<file path="config.mk">
export PLATFORM = sky130hd
export DESIGN_NAME = dac_keyreg_if
export DESIGN_NICKNAME = d
export VERILOG_FILES = /design/src/rtl/dkr_pkg.sv /design/src/rtl/dkr_decode.sv /design/src/rtl/dkr_key_seq.sv /design/src/rtl/dkr_live_regs.sv /design/src/rtl/dac_keyreg_if.sv
export SDC_FILE = /design/constraint.sdc
export NUM_CORES = 1
export LEC_CHECK = 0
export ABC_AREA = 0
export ABC_CLOCK_PERIOD_IN_PS = 2600
export CORE_ASPECT_RATIO = 1.2
export CORE_MARGIN = 2
export CORE_UTILIZATION = 45
export DETAILED_ROUTE_END_ITERATION = 16
export PLACE_DENSITY = 0.92
export RECOVER_POWER = 100
export SLEW_MARGIN = 20
export SYNTH_ARGS = -nofsm -noshare
export SYNTH_HDL_FRONTEND = slang
export SYNTH_SLANG_ARGS = --single-unit
</file>
<file path="constraint.sdc">
create_clock -name clk -period 2.6 [get_ports clk]
set_input_delay 0.39 -clock clk [delete_from_list [all_inputs] [get_ports clk]]
set_output_delay 0.39 -clock clk [all_outputs]
set_load 0.05 [all_outputs]
</file>
<file path="src/rtl/dkr_pkg.sv">
package dkr_pkg;

  typedef enum logic [1:0] {
    SEQ_IDLE  = 2'd0,
    SEQ_ARMED = 2'd1,
    SEQ_HELD  = 2'd2
  } seq_state_e;

  typedef struct packed {
    logic rd_mode;
    logic rd_code;
    logic w_any;
    logic w_value;
    logic w_tgt_mode;
    logic w_open_ok;
    logic w_shut_ok;
  } dec_t;

endpackage

</file>
<file path="src/rtl/dkr_decode.sv">
module dkr_decode
  import dkr_pkg::*;
#(
  parameter int ADDR_W    = 8,
  parameter int DATA_W    = 16,
  parameter int OFS_MODE  = 'h00,
  parameter int OFS_CODE  = 'h04,
  parameter int OFS_KOPEN = 'h08,
  parameter int OFS_KSHUT = 'h0C,
  parameter int KEY_OPEN  = 'h0007,
  parameter int KEY_SHUT  = 'h00B9
) (
  input  logic [ADDR_W-1:0] addr,
  input  logic              wr,
  input  logic [DATA_W-1:0] wdata,
  output dec_t              dec
);

  logic at_mode, at_code, at_kopen, at_kshut;

  always_comb begin
    at_mode  = (addr == ADDR_W'(OFS_MODE));
    at_code  = (addr == ADDR_W'(OFS_CODE));
    at_kopen = (addr == ADDR_W'(OFS_KOPEN));
    at_kshut = (addr == ADDR_W'(OFS_KSHUT));

    dec.rd_mode    = at_mode;
    dec.rd_code    = at_code;
    dec.w_any      = wr;
    dec.w_value    = wr & (at_mode | at_code);
    dec.w_tgt_mode = at_mode;
    dec.w_open_ok  = wr & at_kopen & (wdata == DATA_W'(KEY_OPEN));
    dec.w_shut_ok  = wr & at_kshut & (wdata == DATA_W'(KEY_SHUT));
  end

endmodule

</file>
<file path="src/rtl/dkr_key_seq.sv">
module dkr_key_seq
  import dkr_pkg::*;
#(
  parameter int CODE_W = 10
) (
  input  logic              clk,
  input  logic              rst,
  input  dec_t              dec,
  input  logic [CODE_W-1:0] wval,
  output logic              commit,
  output logic              tgt_mode,
  output logic [CODE_W-1:0] shadow
);

  seq_state_e state;

  always_ff @(posedge clk) begin
    if (rst) begin
      state    <= SEQ_IDLE;
      tgt_mode <= 1'b0;
      shadow   <= '0;
    end else if (dec.w_any) begin
      case (state)
        SEQ_IDLE: begin
          if (dec.w_open_ok) state <= SEQ_ARMED;
        end
        SEQ_ARMED: begin
          if (dec.w_value) begin
            state    <= SEQ_HELD;
            tgt_mode <= dec.w_tgt_mode;
            shadow   <= wval;
          end else begin
            state <= SEQ_IDLE;
          end
        end
        default: begin
          state    <= SEQ_IDLE;
          tgt_mode <= 1'b0;
          shadow   <= '0;
        end
      endcase
    end
  end

  assign commit = (state == SEQ_HELD) & dec.w_shut_ok;

  // the held state is entered only straight from the armed state
  p_held_entry_r6: assert property (@(posedge clk) disable iff (rst)
    (state == SEQ_HELD && $past(state) != SEQ_HELD) |-> $past(state) == SEQ_ARMED);

  // no write, no state change
  p_idle_bus_stable_r9: assert property (@(posedge clk) disable iff (rst)
    !dec.w_any |=> $stable(state));

endmodule

</file>
<file path="src/rtl/dkr_live_regs.sv">
module dkr_live_regs
  import dkr_pkg::*;
#(
  parameter int DATA_W = 16,
  parameter int CODE_W = 10
) (
  input  logic              clk,
  input  logic              rst,
  input  logic              commit,
  input  logic              tgt_mode,
  input  logic [CODE_W-1:0] shadow,
  input  dec_t              dec,
  output logic              mode_q,
  output logic [CODE_W-1:0] code_q,
  output logic              commit_q,
  output logic [DATA_W-1:0] rdata_q
);

  always_ff @(posedge clk) begin
    if (rst) begin
      mode_q   <= 1'b0;
      code_q   <= '0;
      commit_q <= 1'b0;
      rdata_q  <= '0;
    end else begin
      commit_q <= commit;
      if (commit && tgt_mode)  mode_q <= shadow[0];
      if (commit && !tgt_mode) code_q <= shadow;
      if (dec.rd_mode)      rdata_q <= DATA_W'(mode_q);
      else if (dec.rd_code) rdata_q <= DATA_W'(code_q);
      else                  rdata_q <= '0;
    end
  end

  // live settings hold unless a commit is presented
  p_hold_without_commit_r7: assert property (@(posedge clk) disable iff (rst)
    !commit |=> ($stable(code_q) && $stable(mode_q)));

  // reserved read bits stay zero
  p_rdata_reserved_r4: assert property (@(posedge clk) disable iff (rst)
    rdata_q[DATA_W-1:CODE_W] == '0);

endmodule

</file>
<file path="src/rtl/dac_keyreg_if.sv">
module dac_keyreg_if
  import dkr_pkg::*;
#(
  parameter int ADDR_W    = 8,
  parameter int DATA_W    = 16,
  parameter int CODE_W    = 10,
  parameter int OFS_MODE  = 'h00,
  parameter int OFS_CODE  = 'h04,
  parameter int OFS_KOPEN = 'h08,
  parameter int OFS_KSHUT = 'h0C,
  parameter int KEY_OPEN  = 'h0007,
  parameter int KEY_SHUT  = 'h00B9
) (
  input  logic              clk,
  input  logic              rst,
  input  logic [ADDR_W-1:0] bus_addr,
  input  logic              bus_wr,
  input  logic [DATA_W-1:0] bus_wdata,
  output logic [DATA_W-1:0] bus_rdata,
  output logic              dac_direct,
  output logic [CODE_W-1:0] dac_code,
  output logic              commit_pulse
);

  dec_t              dec;
  logic              commit;
  logic              tgt_mode;
  logic [CODE_W-1:0] shadow;

  dkr_decode #(
    .ADDR_W(ADDR_W), .DATA_W(DATA_W),
    .OFS_MODE(OFS_MODE), .OFS_CODE(OFS_CODE),
    .OFS_KOPEN(OFS_KOPEN), .OFS_KSHUT(OFS_KSHUT),
    .KEY_OPEN(KEY_OPEN), .KEY_SHUT(KEY_SHUT)
  ) u_dec (
    .addr (bus_addr),
    .wr   (bus_wr),
    .wdata(bus_wdata),
    .dec  (dec)
  );

  dkr_key_seq #(.CODE_W(CODE_W)) u_seq (
    .clk     (clk),
    .rst     (rst),
    .dec     (dec),
    .wval    (bus_wdata[CODE_W-1:0]),
    .commit  (commit),
    .tgt_mode(tgt_mode),
    .shadow  (shadow)
  );

  dkr_live_regs #(.DATA_W(DATA_W), .CODE_W(CODE_W)) u_live (
    .clk     (clk),
    .rst     (rst),
    .commit  (commit),
    .tgt_mode(tgt_mode),
    .shadow  (shadow),
    .dec     (dec),
    .mode_q  (dac_direct),
    .code_q  (dac_code),
    .commit_q(commit_pulse),
    .rdata_q (bus_rdata)
  );

  // a commit pulse always follows an accepted closing key
  p_commit_keyshut_r2: assert property (@(posedge clk) disable iff (rst)
    commit_pulse |-> $past(bus_wr && bus_addr == ADDR_W'(OFS_KSHUT)
                           && bus_wdata == DATA_W'(KEY_SHUT)));

  // the pulse lasts one cycle
  p_commit_single_r8: assert property (@(posedge clk) disable iff (rst)
    commit_pulse |=> !commit_pulse);

endmodule

</file>
# After elaboration in Yosys (flattened, before gate mapping)
# Cells that the tools add are included.
# W data, S select, Z words.
dict set report op_classes {
  bitwise_logic 9
  n_reduce_logical 9
  muxes 9
  n_eq_ne 9
}
# operator count
set ops {}
lappend ops {{$pmux W10 S2} 1}
lappend ops {{$eq A16 B3 Y1 const B} 1}
lappend ops {{$eq A16 B8 Y1 const B} 1}
lappend ops {{$eq A8 B4 Y1 const B} 2}
lappend ops {{$mux W10} 1}
lappend ops {{$eq A8 B3 Y1 const B} 1}
lappend ops {{$logic_not A8 Y1} 1}
lappend ops {{$and A1 B1 Y1} 6}
lappend ops {{$mux W2} 2}
lappend ops {{$ne A2 B2 Y1 const B} 2}
lappend ops {{$pmux W2 S2} 1}
lappend ops {{$mux W1} 3}
lappend ops {{$reduce_and A3 Y1} 1}
lappend ops {{$reduce_or A3 Y1} 1}
lappend ops {{$eq A2 B1 Y1 const B} 1}
lappend ops {{$eq A2 B2 Y1 const B} 1}
lappend ops {{$logic_and A1 B1 Y1} 2}
lappend ops {{$logic_not A2 Y1} 1}
lappend ops {{$not A1 Y1} 2}
lappend ops {{$pmux W1 S2} 1}
lappend ops {{$reduce_and A2 Y1} 1}
lappend ops {{$reduce_or A2 Y1} 1}
lappend ops {{$logic_not A1 Y1} 1}
lappend ops {{$or A1 B1 Y1} 1}
dict set report word_totals {
  register_bits 41
  in_bits 27
}

# Longest topological paths before layout
# Gate-level depths: netlist of the first run.
dict set report logic_depth {
  ltp_word 5
  ltp_mapped 5
  depth_no_buf 4
}

# Cells and area by module
# From an unflattened synthesis of the first run, not the netlist that was laid out.
dict set report unflattened {
  cells_unflattened 141
  hier_area_um2 1475.2
}
# module seq_area_each_um2 area_per_inst_um2 instances cells_each
set modules_own_cells {}
lappend modules_own_cells {dkr_live_regs 440.4 867.1 1 82}
lappend modules_own_cells {dkr_key_seq 260.2 459.2 1 38}
lappend modules_own_cells {dkr_decode 0.0 148.9 1 21}

# Worst setup path after synthesis of the first run
# OpenSTA, ideal clock, no wires.
dict set report synth_timing {
  kind {input-to-reg}
  start {input port bus_addr[7]}
  end {register u_live.code_q[0]}
  n_path_buf 1
  path_stages 5
  slack_ns 0.683
  setup_ns 0.132
  t_arrival_ns 1.784
  t_required_ns 2.468
  path_cell_list {or4_4 or4_4 buf_6 o21ai_1 a21oi_1}
}
dict set report synth_between {
  elab_chain_cells 5
}
# item line_no
set synth_lines {}
lappend synth_lines {{from (decl)} dac_keyreg_if.sv:16} ;# input logic [ADDR_W-1:0] bus_addr,
lappend synth_lines {{$eq A8 B4 Y1} dkr_decode.sv:25} ;# at_kshut = (addr == ADDR_W'(OFS_KSHUT));
lappend synth_lines {{$and A1 B1 Y1 (2 in a row)} dkr_decode.sv:33} ;# dec.w_shut_ok = wr & at_kshut & (wdata == DATA_W'(KEY_SHUT));
lappend synth_lines {{$and A1 B1 Y1} dkr_key_seq.sv:45} ;# assign commit = (state == SEQ_HELD) & dec.w_shut_ok;
lappend synth_lines {{$logic_and A1 B1 Y1} dkr_live_regs.sv:28} ;# if (commit && !tgt_mode) code_q <= shadow;
lappend synth_lines {{to (signal assigned)} dkr_live_regs.sv:28}
lappend synth_lines {{to (decl)} dkr_live_regs.sv:14} ;# output logic [CODE_W-1:0] code_q,
# Every way passes these cells.
# A chain may end at the register's enable or synchronous reset.

# Worst setup path after layout of the first run
dict set report layout_timing {
  start {input port bus_addr[7]}
  end {register u_seq.shadow[2]}
}
dict set report layout_between {
  elab_chain_cells 5
}
# item line_no
set layout_lines {}
lappend layout_lines {{$eq A8 B3 Y1 or $logic_not A8 Y1 (tied branches)} {dkr_decode.sv:23, dkr_decode.sv:22}}
lappend layout_lines {{$or A1 B1 Y1 (*)} dkr_decode.sv:30} ;# dec.w_value = wr & (at_mode | at_code);
lappend layout_lines {{$and A1 B1 Y1 (*)} dkr_decode.sv:30}
lappend layout_lines {{$ne A2 B2 Y1 (no line) (*)} --}
lappend layout_lines {{$reduce_and A3 Y1 (no line) (*)} --}
lappend layout_lines {{to (signal assigned)} dkr_key_seq.sv:31} ;# shadow <= wval;
lappend layout_lines {{to (decl)} dkr_key_seq.sv:12} ;# output logic [CODE_W-1:0] shadow
# Every way passes the cells marked *; elsewhere a longest branch is shown, timed or not.

==> results of run 1 <==
## through the flow
step                      std cells  power (uW)  setup WS [ns]
final                           224         899          0.258
after global routing            224         932          0.220
after CTS                       224         904          0.470
after detailed placement        216         633          0.113
after global placement          216         631          0.257
after floorplan                 143         589          0.683
## registers in the layout (all words and copies together) (netlist names)
signal           cells
u_live.mode_q        1
u_live.code_q       10
u_seq.state          2
u_live.rdata_q      10
u_seq.tgt_mode       1
u_seq.shadow        10
u_live.commit_q      1
## cells by family (layout without fill, tap and decap cells)
kind of cell	after synthesis	after routing	synth area share [%]
AOI/OAI and AO/OA	36	36	17.3
muxes	1	1	0.733
other	1	6	0.274
DFF	35	35	51.3
and+or+nand+nor	51	51	24.3
buffers and inverters	14	61	6.13
## power breakdown
group | internal (uW) | switching (uW)
logic | 39.9 | 44.5
clock network | 100 | 179
registers | 536 | 0.000000916
## metal layers
metal,vias to the layer above,global-route usage (%),share of wire [%]
li1,607,-,-
met1,601,24.0,40
met5,-,0,0
met3,8,6.78,7.8
met4,0,8.44,2.0
met2,69,31.6,51
## layout make-up
| type | count | area [um2] | area share (%) |
|---|---|---|---|
| Sequential cell | 35 | 701 | 36.8 |
| Multi-Input combinational cell | 94 | 597 | 31.4 |
| Timing Repair Buffer | 51 | 503 | 26.4 |
| Tap cell | 34 | 42.5 | 2.24 |
| Clock buffer | 5 | 37.5 | 1.97 |
| Clock inverter | 3 | 15.0 | 0.789 |
| Inverter | 2 | 7.51 | 0.394 |
## layout by cell type, fill, tap and decap left out, types with 2 or more instances in the layout
master,netlist,final
inv_1,2,2
dlygate4sd3_1,0,24
or4_1,1,2
nor3_1,3,3
nand2_1,2,2
o21ai_1,8,7
nand3_1,10,10
clkbuf_4,0,5
nand4_1,3,3
a21oi_1,13,13
and2_1,9,7
o21ai_2,2,2
clkinv_2,0,3
dfxtp_1,35,35
clkdlybuf4s50_1,0,24
a22o_1,11,11
nand2b_1,2,2
nor4_1,5,5
buf_4,6,3
and2_0,0,2
nand4b_1,3,3
nor2_1,4,4
conb_1,1,6
## worst max path at each step
stage / startpoint / end / slack [ns] / cells after the start
finish: bus_addr[7] / u_seq.shadow[2] / 0.26 / 5
global route: bus_addr[7] / u_seq.shadow[4] / 0.22 / 6
CTS: bus_addr[7] / u_seq.shadow[2] / 0.47 / 5
floorplan: bus_addr[7] / u_live.code_q[0] / 0.68 / 5
detailed placement: bus_addr[7] / u_seq.shadow[2] / 0.11 / 5
global placement: bus_addr[7] / u_live.code_q[6] / 0.26 / 5
## worst reg2reg max path: stages, from the launching register on
cell	delay [ns]
dfxtp_1	0.44
nand4b_1	0.26
or4_4	0.67
o21ai_1	0.18
a21oi_1	0.09
==> impl_summary.txt, run 1 <==
----------------------------------------------------
[Outcome]
  Result of the run ... finished clean

[Clock network]
  Total of cells resized after clock tree synthesis ... 0
  Clock input transition at the sequential cells of the worst setup and hold paths ... 0.10 ns
  CTS sink count ... 35
  Cell chosen for the clock root ... clkbuf_4
  Clock Tree Buf Depth ... 2
  Clock tree from TritonCTS ... yes
  Post-CTS setup buffer count ... 0
  Source-to-sink clock delay at the later pin of the worst-skew pair ... 0.34 ns
  Cts-stage hold buffer count ... 0
  Total number of H-tree levels ... 2
  CTS Buf Count ... 5

[Synthesis]
  Cell type with the highest aggregate area in the netlist ... dfxtp_1
  Area contributors post-synth ... dfxtp_1 51%, a22o_1 7.1%, a21oi_1 4.8%
  Yosys Warn Count ... 0
  Synth unique cells ... 32
  Count of flip-flops with a built-in enable after synthesis ... 0
  Count leader, synth ... dfxtp_1
  Synthesis-stage register bit count ... 35
  Sequential cell area fraction in the yosys report ... 51.3%
  Total standard cell area after synthesis ... 0.00137 mm2
  Avg Cell Area, Syn ... 9.90 um2
  Leading cell types by count after synthesis ... 35 x dfxtp_1, 13 x a21oi_1, 11 x a22o_1
  Synthesized netlist cell count ... 138
  Share of async-settable or async-resettable flops after synthesis ... 0%
  Post-synth top flop ... dfxtp_1
  Top-area cell type share of the netlist area ... 51.3%

[Detailed routing]
  Antenna Violating Nets Remaining ... 0
  Detailed Route Iter0 Violations ... 39
  Final routed wire length divided by cell count ... 14.7 um
  Wire length after detailed routing ... 3290 um
  Routed via count ... 1,285
  Via/cell ratio ... 5.74
  Drt drc ... 0
  Detailed Routing Iterations Pass 1 ... 4

[Setup path]
  Data required time of the worst path ... 2.83 ns
  Reg2Reg Capture Point ... u_live.code_q[2]
  Max FO, Critical Path ... 11
  Worst Reg2Reg Path Length in Cells ... 4
  Chain of cells forming the critical path ... dlygate4sd3_1, nor4_1, nand4b_1, o2bb2ai_1, a22o_1
  Classification of the worst setup path ... in2reg
  Worst-path cell with the longest stage delay ... nor4_1
  Buf/Inv on CP ... 1
  Setup slack of the most critical reg-to-reg path ... 0.83 ns
  Capturing element type of the critical path ... flip-flop
  Arrival @ worst endpoint ... 2.57 ns
  Launching element type of the critical path ... input pin
  Largest stage delay on the critical path ... 0.67 ns
  Start of the worst register-to-register path ... u_seq.state[1]
  CP top delay family ... simple AND/OR/NAND/NOR gates

[Layout]
  Final Util ... 67.1%
  Nets@finish ... 216
  Final Cell Area ... 0.00190 mm2
  Diodes inserted ... 0
  Ratio of cells with drive above 1 in the final layout ... 8.95%
  Synth-to-layout area growth ... 39.3%
  Layout filler cell count ... 224

[Global routing]
  Overall overflow remaining after global route ... 0
  First-pass GRT wire length ... 5050 um
  Antenna violations before repair ... 0
  Vias in the first global route ... 1,123
  Total Routing Usage GR ... 20.0%
  Pin count of the biggest net entering global routing ... 14

[Placed design]
  Instance area after placement ... 0.00185 mm2
  Final GP Congestion ... 0.877
  Post-detailed-placement half-perimeter wirelength ... 2440 um
  Port bufs ... 48

[Min path]
  WHS Path Cells ... 2
  Hold path startpoint ... u_seq.shadow[6]
  Tightest Hold Check Type ... reg2reg
  Hold EP ... u_live.code_q[6]

[Power and ir drop]
  Largest vdd supply drop ... 0.422 mV
  Leakage power total ... 0.000757 uW
  Power per unit of standard cell area ... 473 mW/mm2

[STA]
  Worst hold slack across all endpoints ... 0.480 ns
  Minimum clock period ... 2.34 ns
  Fin Clk Skew ... 0.00976 ns
  Setup repair after global routing missed its margin ... no
  Number of hold-slack violations in the final timing report ... 0
  Part of the cycle the worst path needs ... 90.1%
  Final setup violation count ... 0
  Fmax ... 427 MHz
  Number of max-slew violations in the final report ... 0
  Slew of the pin with the lowest slew margin ... 0.923 ns
  Relative slew slack ... 38.5%
  Sum of negative setup slack ... 0 ns

[Floorplan]
  Core area ... 0.00284 mm2
  Height of the chip ... 64.4 um
  Number of top-level pins ... 55
  Effective utilization at floorplan ... 48.1%
  Floorplan die area ... 0.00349 mm2
  Number of placement rows ... 21
  Die Span X ... 54.3 um

[Job]
  Max_cap viols ... 0

----------------------------------------------------
No activity file was read; power rests on OpenSTA's default activity.
==> run 2: changes to the inputs <==
TNS_END_PERCENT = 10   (was not set)
==> results of run 2 <==
Same layout as run 1: the final DEF is identical, and so are final timing and power.
==> run 3: changes to the inputs <==
RECOVER_POWER = not set   (was 100)
TNS_END_PERCENT = 1   (was 10)
==> impl_summary.txt, run 3 (synthesis gave the netlist of run 1 again) <==
----------------------------------------------------
[Placed design]
  Final GP Congestion ... 0.877
  Port bufs ... 48
  Worst slack at placement ... 0.113 ns
  Post-detailed-placement half-perimeter wirelength ... 2440 um

[Detailed routing]
  Routed length on met1 ... 1270 um
  Routed via count ... 1,270
  DR WL met3 ... 234 um
  Highest routing layer actually used ... met4
  Wire length after detailed routing ... 3260 um
  Detailed Route Iter0 Violations ... 44
  Routed wire length on met2 ... 1700 um
  Antenna Violating Nets Remaining ... 0
  Detailed Routing Iterations Pass 1 ... 4
  Via/cell ratio ... 5.67
  Final routed wire length divided by cell count ... 14.6 um
  Drt drc ... 0

[Setup path]
  Capturing element type of the critical path ... flip-flop
  Launching element type of the critical path ... input pin
  Max FO, Critical Path ... 11
  Chain of cells forming the critical path ... clkdlybuf4s50_1, nor4_1, nand4b_1, o2bb2ai_1, a22o_1
  CP top delay family ... simple AND/OR/NAND/NOR gates
  Worst-path cell with the longest stage delay ... nor4_1
  Data required time of the worst path ... 2.83 ns
  Buf/Inv on CP ... 1
  Classification of the worst setup path ... in2reg
  Largest stage delay on the critical path ... 0.67 ns
  Arrival @ worst endpoint ... 2.43 ns

[Floorplan]
  Height of the chip ... 64.4 um
  Core area ... 0.00284 mm2
  Number of placement rows ... 21
  Effective utilization at floorplan ... 48.1%
  Number of top-level pins ... 55
  Floorplan die area ... 0.00349 mm2
  Die Span X ... 54.3 um

[STA]
  Worst setup margin ... 0.398 ns
  Number of hold-slack violations in the final timing report ... 0
  Fmax ... 454 MHz
  Slew of the pin with the lowest slew margin ... 0.892 ns
  Part of the cycle the worst path needs ... 84.7%
  Fin Clk Skew ... 0.0105 ns
  Sum of negative setup slack ... 0 ns
  Final setup violation count ... 0
  Minimum clock period ... 2.20 ns
  Setup repair after global routing missed its margin ... no
  Relative slew slack ... 40.5%
  Number of max-slew violations in the final report ... 0

[Global routing]
  Total Routing Usage GR ... 20.0%
  Vias in the first global route ... 1,123
  First-pass GRT wire length ... 5050 um
  Antenna violations before repair ... 0
  Pin count of the biggest net entering global routing ... 14
  Overall overflow remaining after global route ... 0

[Clock network]
  CTS Buf Count ... 5
  Cts-stage hold buffer count ... 0
  Total of cells resized after clock tree synthesis ... 0
  Source-to-sink clock delay at the later pin of the worst-skew pair ... 0.34 ns
  Clock input transition at the sequential cells of the worst setup and hold paths ... 0.10 ns
  Post-CTS setup buffer count ... 0
  CTS sink count ... 35
  Total number of H-tree levels ... 2
  Clock Tree Buf Depth ... 2
  Clock tree from TritonCTS ... yes
  Cell chosen for the clock root ... clkbuf_4

[Layout]
  Registers with the most flip-flops ... u_live.code_q (10), u_live.rdata_q (10), u_seq.shadow (10)
  Synth-to-layout area growth ... 39.6%
  Most common library cell in the layout ignoring fill and taps ... clkdlybuf4s50_1
  Layout filler cell count ... 222
  FF+latch area ... 701 um2
  Ratio of cells with drive above 1 in the final layout ... 9.47%
  Diodes inserted ... 0
  Area of the multi-input gates ... 601 um2
  Commonest cells after routing, fill and taps aside ... 48 x clkdlybuf4s50_1, 35 x dfxtp_1, 13 x a21oi_1
  Nets@finish ... 216

[Min path]
  Tightest Hold Check Type ... reg2reg

[Outcome]
  Result of the run ... finished clean

[Job]
  Max_cap viols ... 0

[Power and ir drop]
  Power per unit of standard cell area ... 471 mW/mm2
  Largest vdd supply drop ... 0.424 mV
  Leakage power total ... 0.000681 uW

----------------------------------------------------
run 3: area by class of cell:
type | count | share of cell area (%)
sequential | 35 | 36.7
timing repair buffer | 51 | 26.4
clock buffer | 5 | 1.97
multi-input combinational | 94 | 31.5
tap | 34 | 2.23
inverter | 2 | 0.394
clock inverter | 3 | 0.787
run 3: worst register-to-register path: stages, from the launching register on:
cell and delay, ns:
dfxtp_1 0.44, nand4b_1 0.26, or4_4 0.67, o21ai_1 0.18, a21oi_1 0.09
run 3: metrics by stage:
step / cell area, um2 / utilization [%] / hold WS, ns / std cells / power [uW]
detailed placement: 1850 / 65.3 / 0.465 / 216 / 633
global placement: 1850 / 65.3 / 0.461 / 216 / 631
finish: 1910 / 67.2 / 0.481 / 224 / 899
floorplan: 1390 / - / 0.442 / 143 / 589
CTS: 1910 / 67.2 / 0.479 / 224 / 904
global route: 1910 / 67.2 / 0.499 / 224 / 933
run 3: metal layers:
metal | global-route usage, % | up-vias
met3 | 6.78 | 6
met2 | 31.6 | 67
met5 | 0 | -
li1 | - | 603
met1 | 24.0 | 594
met4 | 8.44 | 0
run 3: report_power, final:
group | switching (uW) | internal, uW | leakage [uW]
Sequential | 0.000000854 | 536 | 0.000282
Combinational | 44.6 | 40.9 | 0.000365
Clock | 177 | 100 | 0.0000347
run 3: final timing paths:
check / start / end / slack (ns) / depth (start not counted)
max: bus_addr[7] / u_seq.shadow[2] / 0.40 / 5
min: u_seq.shadow[9] / u_live.code_q[9] / 0.48 / 2
min reg2reg: u_seq.shadow[9] / u_live.code_q[9] / 0.48 / 2
max reg2reg: u_seq.state[1] / u_live.code_q[2] / 0.84 / 4
